`src/rtl/rtc_pkg.sv`:
```
package rtc_pkg;
  localparam int DATA_W  = 32;
  localparam int ADDR_W  = 6;
  localparam int WD_W    = 3;
  localparam int IRQ_SRC = 2;
  localparam int SRC_ALM = 0;
  localparam int SRC_UPD = 1;

  localparam logic [ADDR_W-1:0] OFS_ARM  = 6'h00;
  localparam logic [ADDR_W-1:0] OFS_TIME = 6'h0C;
  localparam logic [ADDR_W-1:0] OFS_DATE = 6'h10;
  localparam logic [ADDR_W-1:0] OFS_FMT  = 6'h14;
  localparam logic [ADDR_W-1:0] OFS_WDAY = 6'h18;
  localparam logic [ADDR_W-1:0] OFS_TALM = 6'h1C;
  localparam logic [ADDR_W-1:0] OFS_DALM = 6'h20;
  localparam logic [ADDR_W-1:0] OFS_LEAP = 6'h24;
  localparam logic [ADDR_W-1:0] OFS_IEN  = 6'h28;
  localparam logic [ADDR_W-1:0] OFS_ISTS = 6'h2C;

  localparam logic [DATA_W-1:0] ARM_WORD = 32'hA5EB1357;
  localparam logic [WD_W-1:0]   WD_LAST  = 3'd6;

  typedef struct packed {
    logic [7:0] hr;
    logic [7:0] mn;
    logic [7:0] sc;
  } hms_t;

  typedef struct packed {
    logic [7:0] yr;
    logic [7:0] mo;
    logic [7:0] dy;
  } ymd_t;

  // next value of a two-digit packed BCD field, no upper wrap
  function automatic logic [7:0] bcd_step(input logic [7:0] v);
    if (v[3:0] >= 4'd9) return {v[7:4] + 4'd1, 4'd0};
    return {v[7:4], v[3:0] + 4'd1};
  endfunction

  // year offset divisible by four
  function automatic logic bcd_leap(input logic [7:0] y);
    return ((8'(y[7:4]) * 8'd10 + 8'(y[3:0])) % 8'd4) == 8'd0;
  endfunction

  // last day of a BCD month
  function automatic logic [7:0] month_end(input logic [7:0] mo, input logic leap);
    case (mo)
      8'h02:                      return leap ? 8'h29 : 8'h28;
      8'h04, 8'h06, 8'h09, 8'h11: return 8'h30;
      default:                    return 8'h31;
    endcase
  endfunction
endpackage

```
`src/rtl/rtc_prescale.sv`:
```
module rtc_prescale #(
  parameter int SUB_TICKS = 4
) (
  input  logic clk,
  input  logic rst_n,
  input  logic en,
  input  logic restart,
  input  logic tick_in,
  output logic sec_evt
);
  localparam int CW = (SUB_TICKS > 1) ? $clog2(SUB_TICKS) : 1;
  localparam logic [CW-1:0] LAST = CW'(SUB_TICKS - 1);

  logic [CW-1:0] phase_q;

  assign sec_evt = en & tick_in & ~restart & (phase_q == LAST);

  always_ff @(posedge clk) begin
    if (!rst_n)            phase_q <= '0;
    else if (restart)      phase_q <= '0;
    else if (en & tick_in) phase_q <= (phase_q == LAST) ? '0 : phase_q + CW'(1);
  end
endmodule

```
`src/rtl/rtc_hms.sv`:
```
module rtc_hms
  import rtc_pkg::*;
(
  input  logic clk,
  input  logic rst_n,
  input  logic step,
  input  logic load,
  input  hms_t load_val,
  output hms_t now_q,
  output hms_t nxt,
  output logic day_end
);
  always_comb begin
    nxt     = now_q;
    day_end = 1'b0;
    if (now_q.sc >= 8'h59) begin
      nxt.sc = 8'h00;
      if (now_q.mn >= 8'h59) begin
        nxt.mn = 8'h00;
        if (now_q.hr >= 8'h23) begin
          nxt.hr  = 8'h00;
          day_end = 1'b1;
        end else begin
          nxt.hr = bcd_step(now_q.hr);
        end
      end else begin
        nxt.mn = bcd_step(now_q.mn);
      end
    end else begin
      nxt.sc = bcd_step(now_q.sc);
    end
  end

  always_ff @(posedge clk) begin
    if (!rst_n)    now_q <= '0;
    else if (load) now_q <= load_val;
    else if (step) now_q <= nxt;
  end
endmodule

```
`src/rtl/rtc_ymd.sv`:
```
module rtc_ymd
  import rtc_pkg::*;
(
  input  logic            clk,
  input  logic            rst_n,
  input  logic            step,
  input  logic            load,
  input  ymd_t            load_val,
  input  logic            wd_load,
  input  logic [WD_W-1:0] wd_val,
  output ymd_t            date_q,
  output ymd_t            nxt,
  output logic [WD_W-1:0] wd_q,
  output logic            leap
);
  localparam ymd_t DATE_RST = '{yr: 8'h00, mo: 8'h01, dy: 8'h01};

  assign leap = bcd_leap(date_q.yr);

  always_comb begin
    nxt = date_q;
    if (date_q.dy >= month_end(date_q.mo, leap)) begin
      nxt.dy = 8'h01;
      if (date_q.mo >= 8'h12) begin
        nxt.mo = 8'h01;
        nxt.yr = (date_q.yr >= 8'h99) ? 8'h00 : bcd_step(date_q.yr);
      end else begin
        nxt.mo = bcd_step(date_q.mo);
      end
    end else begin
      nxt.dy = bcd_step(date_q.dy);
    end
  end

  always_ff @(posedge clk) begin
    if (!rst_n)    date_q <= DATE_RST;
    else if (load) date_q <= load_val;
    else if (step) date_q <= nxt;
  end

  always_ff @(posedge clk) begin
    if (!rst_n)       wd_q <= '0;
    else if (wd_load) wd_q <= wd_val;
    else if (step)    wd_q <= (wd_q >= WD_LAST) ? '0 : wd_q + WD_W'(1);
  end
endmodule

```
`src/rtl/bcd_rtc.sv`:
```
module bcd_rtc
  import rtc_pkg::*;
#(
  parameter int SUB_TICKS = 4
) (
  input  logic              clk,
  input  logic              rst_n,
  input  logic              tick_in,
  input  logic              bus_we,
  input  logic [ADDR_W-1:0] bus_addr,
  input  logic [DATA_W-1:0] bus_wdata,
  output logic [DATA_W-1:0] bus_rdata,
  output logic              irq
);
  logic               active_q;
  logic               sec_evt;
  logic               hms_wrap;
  logic               day_step;
  logic               alm_hit;
  hms_t               hms_q, hms_nxt;
  ymd_t               ymd_q, ymd_nxt;
  logic [WD_W-1:0]    wd_q;
  logic               leap;
  logic [23:0]        talm_q, dalm_q;
  logic [IRQ_SRC-1:0] ien_q, sts_q, sts_set;

  logic wr_arm, wr_time, wr_date, wr_wday, wr_talm, wr_dalm, wr_ien, wr_sts;
  assign wr_arm  = bus_we && (bus_addr == OFS_ARM);
  assign wr_time = bus_we && (bus_addr == OFS_TIME);
  assign wr_date = bus_we && (bus_addr == OFS_DATE);
  assign wr_wday = bus_we && (bus_addr == OFS_WDAY);
  assign wr_talm = bus_we && (bus_addr == OFS_TALM);
  assign wr_dalm = bus_we && (bus_addr == OFS_DALM);
  assign wr_ien  = bus_we && (bus_addr == OFS_IEN);
  assign wr_sts  = bus_we && (bus_addr == OFS_ISTS);

  always_ff @(posedge clk) begin
    if (!rst_n)                                active_q <= 1'b0;
    else if (wr_arm && bus_wdata == ARM_WORD) active_q <= 1'b1;
  end

  rtc_prescale #(.SUB_TICKS(SUB_TICKS)) u_ps (
    .clk     (clk),
    .rst_n   (rst_n),
    .en      (active_q),
    .restart (wr_time | wr_date),
    .tick_in (tick_in),
    .sec_evt (sec_evt)
  );

  rtc_hms u_hms (
    .clk      (clk),
    .rst_n    (rst_n),
    .step     (sec_evt),
    .load     (wr_time),
    .load_val (hms_t'(bus_wdata[23:0])),
    .now_q    (hms_q),
    .nxt      (hms_nxt),
    .day_end  (hms_wrap)
  );

  assign day_step = sec_evt & hms_wrap;

  rtc_ymd u_ymd (
    .clk      (clk),
    .rst_n    (rst_n),
    .step     (day_step),
    .load     (wr_date),
    .load_val (ymd_t'(bus_wdata[23:0])),
    .wd_load  (wr_wday),
    .wd_val   (bus_wdata[WD_W-1:0]),
    .date_q   (ymd_q),
    .nxt      (ymd_nxt),
    .wd_q     (wd_q),
    .leap     (leap)
  );

  always_ff @(posedge clk) begin
    if (!rst_n) begin
      talm_q <= '0;
      dalm_q <= '0;
      ien_q  <= '0;
    end else begin
      if (wr_talm) talm_q <= bus_wdata[23:0];
      if (wr_dalm) dalm_q <= bus_wdata[23:0];
      if (wr_ien)  ien_q  <= bus_wdata[IRQ_SRC-1:0];
    end
  end

  // compare against the values the counters take on this edge
  assign alm_hit = sec_evt && (hms_nxt == talm_q) &&
                   ((hms_wrap ? ymd_nxt : ymd_q) == dalm_q);

  always_comb begin
    sts_set          = '0;
    sts_set[SRC_ALM] = alm_hit;
    sts_set[SRC_UPD] = sec_evt;
  end

  for (genvar i = 0; i < IRQ_SRC; i++) begin : g_src
    always_ff @(posedge clk) begin
      if (!rst_n) sts_q[i] <= 1'b0;
      else        sts_q[i] <= sts_set[i] | (sts_q[i] & ~(wr_sts & bus_wdata[i]));
    end
  end

  assign irq = |(sts_q & ien_q);

  always_comb begin
    bus_rdata = '0;
    case (bus_addr)
      OFS_ARM:  bus_rdata = {{(DATA_W-1){1'b0}}, active_q};
      OFS_TIME: bus_rdata = {8'h00, hms_q};
      OFS_DATE: bus_rdata = {8'h00, ymd_q};
      OFS_FMT:  bus_rdata = {{(DATA_W-1){1'b0}}, 1'b1};
      OFS_WDAY: bus_rdata = {{(DATA_W-WD_W){1'b0}}, wd_q};
      OFS_TALM: bus_rdata = {8'h00, talm_q};
      OFS_DALM: bus_rdata = {8'h00, dalm_q};
      OFS_LEAP: bus_rdata = {{(DATA_W-1){1'b0}}, leap};
      OFS_IEN:  bus_rdata = {{(DATA_W-IRQ_SRC){1'b0}}, ien_q};
      OFS_ISTS: bus_rdata = {{(DATA_W-IRQ_SRC){1'b0}}, sts_q};
      default:  bus_rdata = '0;
    endcase
  end
endmodule

```
`config.mk`:
```
export PLATFORM = sky130hd
export DESIGN_NAME = bcd_rtc
export DESIGN_NICKNAME = d
export VERILOG_FILES = /design/src/rtl/rtc_pkg.sv /design/src/rtl/rtc_prescale.sv /design/src/rtl/rtc_hms.sv /design/src/rtl/rtc_ymd.sv /design/src/rtl/bcd_rtc.sv
export SDC_FILE = /design/constraint.sdc
export NUM_CORES = 1
export LEC_CHECK = 0
export BUFFER_PORTS_ARGS = -buffer_cell sky130_fd_sc_hd__buf_2
export CORE_ASPECT_RATIO = 1.75
export CORE_MARGIN = 2
export CORE_UTILIZATION = 40
export CTS_BUF_LIST = sky130_fd_sc_hd__clkbuf_4
export DETAILED_ROUTE_END_ITERATION = 8
export GPL_ROUTABILITY_DRIVEN = 1
export RECOVER_POWER = 50
export SLEW_MARGIN = 25
export SYNTH_ARGS = -nofsm -noshare
export SYNTH_HDL_FRONTEND = slang
export SYNTH_HIERARCHICAL = 1
export SYNTH_SLANG_ARGS = --single-unit
```
`constraint.sdc`:
```
create_clock -name clk -period 4.7 [get_ports clk]
set_clock_uncertainty 0.15 [all_clocks]
set_input_delay 0 -clock clk [delete_from_list [all_inputs] [get_ports clk]]
set_output_delay 0 -clock clk [all_outputs]
set_load 0.005 [all_outputs]
```
==> impl_metrics.sql <==
INSERT INTO impl_metrics (metric_group, metric, value, unit) VALUES
('run_status', 'status', 'complete, no violations', ''),
('power', 'part_of_the_power_in_combinational_logic', '9.5', '%'),
('hold_path', 'worst_hold_path_type', 'input pin to flop', ''),
('worst_setup_path', 'worstPathBufferInverterCount', '1', ''),
('clock_network', 'clock_sink_count', '106', ''),
('final_layout', 'post_route_cells_drive_above_1_share', '9.94', '%'),
('placed_design', 'dpl_worst_slack', '0.525', 'ns'),
('power', 'total_power', '1.54', 'mW'),
('worst_setup_path', 'timing.critical_path.from_type', 'flop', ''),
('job', 'cap_violations', '0', ''),
('synthesis', 'synth_warnings', '6', ''),
('worst_setup_path', 'worst_path_largest_cell_delay', '0.47', 'ns'),
('global_route', 'grt.overflow.total', '0', ''),
('worst_setup_path', 'timing.critical_path.cells', 'inv_1 -> ha_1 -> mux2_2 -> nand2_1 -> o21ai_0 -> a21oi_1 -> ha_1 -> and2_1 -> o21ai_1 -> nand2_1 -> a31oi_1 -> nor2_1 -> mux2i_1 -> xor2_1 -> nand4_1 -> nor4_1 -> nand4_1 -> a21boi_1', ''),
('sta', 'layout_worst_path_cycle_share', '91.8', '%'),
('worst_setup_path', 'worstPathRequired', '5.02', 'ns'),
('synthesis', 'synthesis.area', '0.00776', 'mm^2'),
('synthesis', 'post_synthesis_average_cell_area', '7.64', 'um^2'),
('synthesis', 'ys_ff_latch', '106', ''),
('power', 'power_density', '178', 'mW/mm^2'),
('sta', 'timing.max_slew.rel_slack', '2.51', '%'),
('clock_network', 'deepest_clock_path_buffer_count', '2', ''),
('routing', 'drtPass1Iterations', '6', ''),
('worst_setup_path', 'crit_family', 'simple AND/OR/NAND/NOR gates', ''),
('die', 'io-pin-count', '75', ''),
('hold_path', 'hold_path_end', 'sts_q[1]', ''),
('sta', 'setup_viol_count_final', '0', ''),
('synthesis', 'synthesis.instances', '1015', ''),
('global_route', 'global_route_wire_length_before_repair', '42.7', 'mm'),
('synthesis', 'edff_count_synth', '0', ''),
('sta', 'slew_violations', '0', ''),
('power', 'int_power', '1.08', 'mW'),
('die', 'rows', '67', ''),
('global_route', 'largest_net_degree_at_the_start_of_global_routing', '40', ''),
('hold_path', 'startpoint_of_the_worst_hold_path', 'bus_addr[0]', ''),
('clock_network', 'cts_htree_levels', '3', ''),
('clock_network', 'cts-resized-gates', '0', ''),
('power', 'vdd_drop_max', '0.000114', 'V'),
('placed_design', 'detailedPlacementHpwl', '20.2', 'mm'),
('sta', 'final_hold_viol_count', '0', ''),
('worst_setup_path', 'path_max_fanout', '14', ''),
('power', 'leakagePower', '3.27', 'nW'),
('routing', 'route.antenna.remaining_nets', '0', ''),
('hold_path', 'hold_depth', '6', ''),
('worst_setup_path', 'cp_arrival', '4.63', 'ns'),
('worst_setup_path', 'critical_path.reg2reg.endpoint', 'sts_q[0]', ''),
('die', 'die_height', '188', 'um'),
('final_layout', 'area_occupied_by_multi_input_gates', '0.00520', 'mm^2'),
('sta', 'setup_slack', '0.387', 'ns'),
('worst_setup_path', 'crit_path_end_kind', 'flop', ''),
('worst_setup_path', 'timing.reg2reg.worst_path_depth', '18', ''),
('final_layout', 'syn_to_final_growth', '11.6', '%'),
('sta', 'maxClockFrequency', '232', 'MHz'),
('clock_network', 'tritoncts_clock_tree', 'built', ''),
('power', 'swShare', '30.0', '%'),
('global_route', 'first_global_vias', '7492', ''),
('worst_setup_path', 'timing.reg2reg.setup_slack', '0.39', 'ns'),
('die', 'placeableCoreArea', '0.0191', 'mm^2'),
('placed_design', 'place.port_buffers', '66', ''),
('synthesis', 'post_synth_num_cell_types', '84', ''),
('routing', 'vias', '7880', ''),
('worst_setup_path', 'critical_path_class', 'flop to flop', ''),
('worst_setup_path', 'cpMaxStageDelayCell', 'sky130_fd_sc_hd__dfxtp_1', ''),
('clock_network', 'clock_insertion_delay_at_the_later_pin_of_the_skew_report', '0.53', 'ns'),
('die', 'initial_utilization', '40.6', '%'),
('synthesis', 'ys_async_sr_fraction', '0', '%'),
('sta', 'worstMarginPinSlew', '1.46', 'ns'),
('final_layout', 'num-fill-cells', '2048', ''),
('clock_network', 'root_buffer', 'sky130_fd_sc_hd__clkbuf_4', ''),
('routing', 'finalWirelength', '27.5', 'mm'),
('global_route', 'global_route.usage.total', '27.2', '%');
## final cells by class
cell class,instances,area share [%]
Tap cell,241,3.48
Timing Repair Buffer,118,9.06
Clock buffer,9,0.780
Multi-Input combinational cell,815,60.1
Inverter,31,1.34
Clock inverter,7,0.708
Antenna cell,1,0.0289
Sequential cell,106,24.5
## stage by stage
step	util (%)	cell area (um^2)	hold WS, ns
after floorplan	-	7780	-0.0152
after global placement	42.9	8190	0.143
after detailed placement	42.9	8190	0.151
after CTS	45.4	8680	0.00103
after global routing	45.3	8660	0.0768
final	45.3	8660	0.0376
## worst register-to-register path: stages, from the launching register on
cell,delay (ns)
sky130_fd_sc_hd__dfxtp_1,0.47
sky130_fd_sc_hd__inv_1,0.15
sky130_fd_sc_hd__ha_1,0.26
sky130_fd_sc_hd__mux2_2,0.27
sky130_fd_sc_hd__nand2_1,0.06
sky130_fd_sc_hd__o21ai_0,0.10
sky130_fd_sc_hd__a21oi_1,0.21
sky130_fd_sc_hd__ha_1,0.27
sky130_fd_sc_hd__and2_1,0.18
sky130_fd_sc_hd__o21ai_1,0.29
sky130_fd_sc_hd__nand2_1,0.42
sky130_fd_sc_hd__a31oi_1,0.30
sky130_fd_sc_hd__nor2_1,0.06
sky130_fd_sc_hd__mux2i_1,0.18
sky130_fd_sc_hd__xor2_1,0.17
sky130_fd_sc_hd__nand4_1,0.10
sky130_fd_sc_hd__nor4_1,0.33
sky130_fd_sc_hd__nand4_1,0.13
sky130_fd_sc_hd__a21boi_1,0.17
## flip-flops by register name, indices dropped and copies added (netlist names)
name / cells
active_q: 1
talm_q: 24
sts_q: 2
u_ymd/date_q: 24
u_hms/now_q: 24
u_ymd/wd_q: 3
u_ps/phase_q: 2
dalm_q: 24
ien_q: 2
## cell usage in the layout (no fill, tap or decap), types with 6 or more instances in the layout
master                            n
sky130_fd_sc_hd__a21boi_0        34
sky130_fd_sc_hd__a21boi_1        18
sky130_fd_sc_hd__a21oi_1         60
sky130_fd_sc_hd__a222oi_1        23
sky130_fd_sc_hd__a31oi_1         14
sky130_fd_sc_hd__and2_1          10
sky130_fd_sc_hd__and3_1           7
sky130_fd_sc_hd__buf_2           54
sky130_fd_sc_hd__buf_4           13
sky130_fd_sc_hd__clkbuf_1        14
sky130_fd_sc_hd__clkbuf_4         9
sky130_fd_sc_hd__conb_1          10
sky130_fd_sc_hd__dfxtp_1        106
sky130_fd_sc_hd__dlygate4sd3_1   36
sky130_fd_sc_hd__ha_1            37
sky130_fd_sc_hd__inv_1           29
sky130_fd_sc_hd__mux2i_1         31
sky130_fd_sc_hd__nand2_1        193
sky130_fd_sc_hd__nand2b_1         6
sky130_fd_sc_hd__nand3_1         31
sky130_fd_sc_hd__nand4_1         14
sky130_fd_sc_hd__nand4b_1         8
sky130_fd_sc_hd__nor2_1          66
sky130_fd_sc_hd__nor2_2           6
sky130_fd_sc_hd__nor2b_1          6
sky130_fd_sc_hd__nor3_1           6
sky130_fd_sc_hd__nor4_1           7
sky130_fd_sc_hd__o21a_1           6
sky130_fd_sc_hd__o21ai_0         52
sky130_fd_sc_hd__o31ai_1          6
sky130_fd_sc_hd__or3_1            6
sky130_fd_sc_hd__xnor2_1         27
sky130_fd_sc_hd__xor2_1          29
## kinds of logic after synthesis
kind of cell               after synthesis  share of synthesized area [%]
muxes                                   32                           4.15
AOI/OAI and AO/OA                      282                           25.8
other                                    3                          0.145
DFF                                    106                           27.4
buffers and inverters                  101                           6.03
xor gates and xnor gates                56                           6.32
adders and majority gates               37                           5.97
and+or+nand+nor                        398                           24.2
## cells in the mapped netlist, types with 4 or more instances
| cell type | instances | area, um^2 |
|---|---|---|
| sky130_fd_sc_hd__ha_1 | 37 | 463 |
| sky130_fd_sc_hd__xor2_1 | 29 | 254 |
| sky130_fd_sc_hd__o21ai_1 | 5 | 25.0 |
| sky130_fd_sc_hd__a311o_1 | 4 | 40.0 |
| sky130_fd_sc_hd__xnor2_1 | 27 | 236 |
| sky130_fd_sc_hd__nor4_1 | 7 | 43.8 |
| sky130_fd_sc_hd__mux2i_1 | 31 | 310 |
| sky130_fd_sc_hd__a31oi_1 | 14 | 87.6 |
| sky130_fd_sc_hd__dfxtp_1 | 106 | 2120 |
| sky130_fd_sc_hd__o31ai_1 | 6 | 45.0 |
| sky130_fd_sc_hd__a41oi_1 | 4 | 35.0 |
| sky130_fd_sc_hd__and2_1 | 13 | 81.3 |
| sky130_fd_sc_hd__nor4b_1 | 4 | 35.0 |
| sky130_fd_sc_hd__a222oi_1 | 23 | 230 |
| sky130_fd_sc_hd__or3_1 | 6 | 37.5 |
| sky130_fd_sc_hd__nand2b_1 | 6 | 37.5 |
| sky130_fd_sc_hd__nor3b_1 | 5 | 37.5 |
| sky130_fd_sc_hd__nor2b_1 | 6 | 37.5 |
| sky130_fd_sc_hd__inv_1 | 29 | 109 |
| sky130_fd_sc_hd__a21oi_1 | 60 | 300 |
| sky130_fd_sc_hd__buf_2 | 14 | 70.1 |
| sky130_fd_sc_hd__buf_4 | 12 | 90.1 |
| sky130_fd_sc_hd__nand2_1 | 193 | 724 |
| sky130_fd_sc_hd__nand3_1 | 31 | 155 |
| sky130_fd_sc_hd__nor3_1 | 7 | 35.0 |
| sky130_fd_sc_hd__clkbuf_1 | 38 | 143 |
| sky130_fd_sc_hd__nand4b_1 | 8 | 70.1 |
| sky130_fd_sc_hd__nor2_2 | 5 | 31.3 |
| sky130_fd_sc_hd__a41o_1 | 4 | 40.0 |
| sky130_fd_sc_hd__nor2_1 | 67 | 251 |
| sky130_fd_sc_hd__and3_1 | 7 | 43.8 |
| sky130_fd_sc_hd__o211ai_1 | 5 | 37.5 |
| sky130_fd_sc_hd__o21a_1 | 6 | 45.0 |
| sky130_fd_sc_hd__o21ai_0 | 52 | 260 |
| sky130_fd_sc_hd__nand4_1 | 14 | 87.6 |
| sky130_fd_sc_hd__a21boi_1 | 52 | 390 |
## routing by layer
layer / vias to the layer above / share of wire (%) / global-route usage, %
li1: 3749 / - / -
met5: - / 0 / 0
met4: 0 / 5.5 / 14.7
met1: 3722 / 38 / 32.8
met2: 330 / 51 / 46.4
met3: 79 / 6.0 / 3.11
## worst max-delay path by stage
stage,endpoint,cells after the start,slack (ns),from
finish,sts_q[0],18,0.39,u_ymd/date_q[13]
global route,sts_q[0],18,0.08,u_ymd/date_q[13]
CTS,sts_q[0],18,0.46,u_ymd/date_q[13]
detailed placement,sts_q[0],18,0.53,u_ymd/date_q[13]
global placement,sts_q[0],18,0.61,u_ymd/date_q[12]
floorplan,sts_q[0],19,1.09,u_ymd/date_q[13]
## power by group through the flow
stage,sequential [mW],combinational (mW),clock (mW)
final,0.912,0.147,0.485
after global routing,0.913,0.157,0.527
after CTS,0.912,0.145,0.496
after detailed placement,0.930,0.124,0
after global placement,0.930,0.124,0
after floorplan,0.927,0.0673,0
## what timing repair did
action | 4_1_cts | 5_1_grt
setup buffers | 0 | 0
hold buffers | 36 | 0
endpoints found under the hold margin | 106 | 0
(Power assumes the default switching activity.)
